File: src/rtl/bcd_pkg.sv
package bcd_pkg;
   localparam int CLS_W      = 13;
   localparam int B_USER     = 0;
   localparam int B_KERNEL   = 1;
   localparam int B_CALL     = 2;
   localparam int B_RET      = 3;
   localparam int B_SYSCALL  = 4;
   localparam int B_SYSRET   = 5;
   localparam int B_SWINT    = 6;
   localparam int B_IRET     = 7;
   localparam int B_COND     = 8;
   localparam int B_JUMP     = 9;
   localparam int B_HWIRQ    = 10;
   localparam int B_INDCALL  = 11;
   localparam int B_ABORT    = 12;
   localparam int REG_LSB    = 3;
   localparam int REG_W      = 3;

   typedef logic [CLS_W-1:0] cls_mask_t;

   function automatic cls_mask_t cls_bit(input int pos);
      cls_mask_t m;
      m = '0;
      m[pos] = 1'b1;
      return m;
   endfunction
endpackage

File: src/rtl/bcd_opcode_decode.sv
module bcd_opcode_decode
   import bcd_pkg::*;
#(
   parameter int OP_W = 8
) (
   input  logic [OP_W-1:0]  op_first,
   input  logic [OP_W-1:0]  op_second,
   input  logic [REG_W-1:0] modrm_reg,
   output cls_mask_t        raw_cls
);
   always_comb begin
      raw_cls = '0;
      case (op_first) inside
         8'h0F: begin
            case (op_second) inside
               8'h05, 8'h34:   raw_cls = cls_bit(B_SYSCALL);
               8'h07, 8'h35:   raw_cls = cls_bit(B_SYSRET);
               [8'h80:8'h8F]:  raw_cls = cls_bit(B_COND);
               default:        raw_cls = '0;
            endcase
         end
         [8'h70:8'h7F], [8'hE0:8'hE3]: raw_cls = cls_bit(B_COND);
         8'hC2, 8'hC3, 8'hCA, 8'hCB:   raw_cls = cls_bit(B_RET);
         8'hCF:                        raw_cls = cls_bit(B_IRET);
         [8'hCC:8'hCE]:                raw_cls = cls_bit(B_SWINT);
         8'hE8, 8'h9A:                 raw_cls = cls_bit(B_CALL);
         [8'hE9:8'hEB]:                raw_cls = cls_bit(B_JUMP);
         8'hFF: begin
            case (modrm_reg)
               3'd2, 3'd3: raw_cls = cls_bit(B_INDCALL);
               3'd4, 3'd5: raw_cls = cls_bit(B_JUMP);
               default:    raw_cls = '0;
            endcase
         end
         default: raw_cls = '0;
      endcase
   end
endmodule

File: src/rtl/bcd_ring_fixup.sv
module bcd_ring_fixup
   import bcd_pkg::*;
(
   input  cls_mask_t raw_cls,
   input  logic      src_kernel,
   input  logic      dst_kernel,
   input  logic      abort_flag,
   input  logic      src_zero,
   input  logic      dst_zero,
   output cls_mask_t final_cls
);
   cls_mask_t cls_ovr;
   cls_mask_t plm;
   logic      enters_kernel;
   logic      sync_entry;

   assign enters_kernel = !src_kernel && dst_kernel;
   assign sync_entry    = raw_cls[B_SYSCALL] || raw_cls[B_SWINT];
   assign plm           = dst_kernel ? cls_bit(B_KERNEL) : cls_bit(B_USER);

   always_comb begin
      cls_ovr = raw_cls;
      if (enters_kernel && !sync_entry)
         cls_ovr = cls_bit(B_HWIRQ);
      if (abort_flag)
         cls_ovr = cls_bit(B_ABORT);
      if (src_zero || dst_zero)
         final_cls = '0;
      else if (|cls_ovr)
         final_cls = cls_ovr | plm;
      else
         final_cls = '0;
   end
endmodule

File: src/rtl/branch_class_decoder.sv
module branch_class_decoder
   import bcd_pkg::*;
#(
   parameter int OP_W       = 8,
   parameter bit REGISTERED = 1'b1
) (
   input  logic            clk,
   input  logic            rst_n,
   input  logic [OP_W-1:0] op_first,
   input  logic [OP_W-1:0] op_second,
   input  logic [OP_W-1:0] modrm,
   input  logic            src_kernel,
   input  logic            dst_kernel,
   input  logic            abort_flag,
   input  logic            src_zero,
   input  logic            dst_zero,
   output logic [CLS_W-1:0] class_mask
);
   localparam int REG_MSB = REG_LSB + REG_W - 1;

   if (OP_W != 8) begin : g_bad_width
      $error("branch_class_decoder: opcode values are byte codes, OP_W must be 8");
   end
   if (REG_MSB >= OP_W) begin : g_bad_field
      $error("branch_class_decoder: ModRM reg field exceeds byte");
   end

   cls_mask_t raw_cls;
   cls_mask_t next_cls;
   logic      unused_modrm_bits;

   assign unused_modrm_bits = ^{modrm[OP_W-1:REG_MSB+1], modrm[REG_LSB-1:0]};

   bcd_opcode_decode #(.OP_W(OP_W)) u_decode (
      .op_first  (op_first),
      .op_second (op_second),
      .modrm_reg (modrm[REG_MSB:REG_LSB]),
      .raw_cls   (raw_cls)
   );

   bcd_ring_fixup u_fixup (
      .raw_cls    (raw_cls),
      .src_kernel (src_kernel),
      .dst_kernel (dst_kernel),
      .abort_flag (abort_flag),
      .src_zero   (src_zero),
      .dst_zero   (dst_zero),
      .final_cls  (next_cls)
   );

   if (REGISTERED) begin : g_reg
      always_ff @(posedge clk or negedge rst_n) begin
         if (!rst_n) class_mask <= '0;
         else        class_mask <= next_cls;
      end
   end else begin : g_comb
      logic unused_clk_rst;
      assign unused_clk_rst = clk ^ rst_n;
      assign class_mask     = next_cls;
   end
endmodule

File: config.mk
export PLATFORM = sky130hd
export DESIGN_NAME = branch_class_decoder
export DESIGN_NICKNAME = d
export VERILOG_FILES = /design/src/rtl/bcd_pkg.sv /design/src/rtl/bcd_opcode_decode.sv /design/src/rtl/bcd_ring_fixup.sv /design/src/rtl/branch_class_decoder.sv
export SDC_FILE = /design/constraint.sdc
export NUM_CORES = 1
export LEC_CHECK = 0
export ABC_AREA = 1
export BUFFER_PORTS_ARGS = -buffer_cell sky130_fd_sc_hd__buf_2
export CAP_MARGIN = 20
export CELL_PAD_IN_SITES_DETAIL_PLACEMENT = 1
export CELL_PAD_IN_SITES_GLOBAL_PLACEMENT = 1
export CORE_MARGIN = 2
export CORE_UTILIZATION = 28
export CTS_CLUSTER_DIAMETER = 50
export CTS_CLUSTER_SIZE = 30
export DETAILED_ROUTE_END_ITERATION = 10
export GPL_ROUTABILITY_DRIVEN = 0
export GPL_TIMING_DRIVEN = 0
export PLACE_DENSITY = 0.83
export SLEW_MARGIN = 20
export SYNTH_ARGS = -nofsm -noshare
export SYNTH_HDL_FRONTEND = slang
export SYNTH_HIERARCHICAL = 1
export SYNTH_SLANG_ARGS = --single-unit
export TNS_END_PERCENT = 50
File: constraint.sdc
create_clock -name clk -period 0.8 [get_ports clk]
set_input_delay 0.16 -clock clk [delete_from_list [all_inputs] [get_ports clk]]
set_output_delay 0.16 -clock clk [all_outputs]
set_load 0.05 [all_outputs]
==> metrics.csv <==
metric,value,unit
status,finished with violations,
violations,setup timing,
hp-class,in2reg,
start_util,29.6,%
gr-total-overflow,0,
syn_avg_cell_area,6.43,sq um
antenna_found_initial,0,
fin_nets,250,
grt_pass1_vias,1120,
yosys.area_share.simple,43.1,%
slowest_stage,nor3_2,
drive_gt1_share,56.0,%
worstSetupPathType,in2reg,
stdcell_count,264,
yosysTopAreaCell,dfrtp_1,
grt_usage,15.0,%
clk_pin_slew_worst_paths,0.06,ns
vdd_drop_max,0.248,mV
critPathLaunchType,primary input,
ys_seq_area_share,32.4,%
rows,21,
cts_tree,done,
cts_root_buf,clkbuf_4,
regMostFlops,class_mask,
synth_adder_area_share,0,%
synth_xor_area_share,0,%
postRouteAntennaNets,0,
cts_made_buffers,3,
synth.cell_area,0.00100,sq mm
path_buf_inv,3,
worstPathCellList,"buf_4, nand2_4, nor2_4, buf_4, buf_4, nand2_1, nor3_2, nand3_4, nand2_4, nor2_4, a21oi_2",
ys_types,24,
post_drt_wl_per_cell,12.6,um
dpl.cell_count,241,
crit_top_cell,buf_4,
cp.arrival,1.44,ns
fp.dieArea,0.00408,sq mm
coreArea,0.00339,sq mm
dpl.hpwl,1930,um
place_ws,-0.873,ns
h-tree-depth,1,
fin_crit,1.24,ns
fin_util,54.3,%
grt_first_pass_wirelength,4800,um
fill_cells,419,
largest_reg_flops,13,
synth_area_leaders,"dfrtp_1 (32%), nand2_1 (14%), nor2_1 (11%), inv_1 (9.4%), buf_4 (3.7%)",
worst_setup_path_end_kind,flip-flop,
rsz0062_at_grt,yes,
yosys.area.top_type_share,32.4,%
leakagePower,0.866,nW
max_stage_delay,0.26,ns
die_w,63.9,um
vias_per_cell,4.39,
seq_area,325,sq um
first_pass_iters,3,
cap_violations,0,
fin_crit_sh,154,%
worstPathRequired,1.00,ns
netlist_instances,156,
num_io_pins,44,
synth_seq_cells,13,
via_count,1160,
largestRegisters,class_mask (13),
cp_max_fo,4,
die_h,63.9,um
drt_iter0_markers,5,
cts.path.max_buffers,2,
wirelength,3320,um
areaGrowthSynthToFinish,83.3,%
setup_ws,-0.435,ns
route.detailed.drc,0,
io_buffers,36,
cts.sinks,13,
power_density,889,mW/mm^2
synth_top_family_by_area,simple AND/OR/NAND/NOR gates,
finalHoldViolCount,0,
yosys_warnings,6,
setup_violations,25,
critPathTopFamily,simple AND/OR/NAND/NOR gates,
synth-compound-area-share,7.98,%
total_power,1.63,mW
diodes,0,
slew_viol_final,0,
fmax,810,MHz
multi_input_area,707,sq um
grt_max_degree,14,
synth_mux_area_share,0,%
==> final timing paths <==
check / startpoint / slack, ns / depth (start not counted) / to
max: op_first[1] / -0.44 / 11 / class_mask[1]
min in group asynchronous: rst_n / 0.31 / 2 / class_mask[3]
max in group asynchronous: rst_n / 0.28 / 2 / class_mask[12]
min: src_zero / 0.17 / 4 / class_mask[0]
==> layer usage <==
layer	track usage, %	vias up	part of all wire (%)
li1	-	582	-
met1	14.3	540	33
met2	31.4	31	62
met3	1.23	7	2.5
met4	6.52	0	2.2
met5	0	-	0
==> timing repair <==
| action | in CTS | in global routing |
|---|---|---|
| resized for setup | 72 | 31 |
| hold buffers | 1 | 0 |
| pin swaps | 22 | 16 |
| buffers inserted | 13 | 5 |
| endpoints found under the setup margin | 24 | 25 |
| hold endpoints to repair | 13 | 0 |
==> where the power goes <==
group / total (mW) / switching [mW] / internal (mW)
Combinational: 0.592 / 0.325 / 0.267
Clock: 0.371 / 0.178 / 0.193
Sequential: 0.671 / 0.00449 / 0.667
==> through the flow <==
step / area, sq um / hold slack (ns) / TNS [ns]
after floorplan: 1080 / -0.136 / -2.58
after global placement: 1310 / 0.0386 / -7.28
after detailed placement: 1310 / 0.0405 / -7.63
after CTS: 1680 / 0.137 / -4.68
after global routing: 1840 / 0.156 / -7.02
final: 1840 / 0.171 / -5.73
==> tightest hold or removal path, stage by stage <==
cell	delay [ns]
buf_2	0.08
nor2_1	0.05
nand2_1	0.08
a21oi_2	0.03
==> cell type report <==
cell class	instances	area share [%]
repair buffers	55	28.1
inverters	29	8.37
flip-flops and latches	13	17.7
plain buffers	7	2.86
clock buffers	4	1.43
well taps	46	3.13
multi-input cells	110	38.4
==> kinds of logic after synthesis <==
kind of cell	count (synthesis)
other	1
flip-flops	13
buffers and inverters	36
AND/OR/NAND/NOR	93
AO/OA/AOI/OAI	13
==> synth_stat cells (all sizes together) <==
cell type / instances
a21oi: 5
buf: 6
clkbuf: 1
conb: 1
dfrtp: 13
inv: 29
nand2: 43
nand3: 5
nand4: 4
nor2: 37
nor3: 3
nor3b: 1
o21ai: 8
==> placed cells by master (no fill, tap or decap), drive strengths merged <==
master	Yosys	routed
buf	6	60
nand2	43	43
nor2	37	37
inv	29	29
dfrtp	13	13
o21ai	8	8
clkbuf	1	5
nand3	5	5
a21oi	5	5
nand4	4	4
conb	1	4
nor3	3	3
dlygate4sd3	0	1
nor3b	1	1
(Power assumes the default switching activity.)
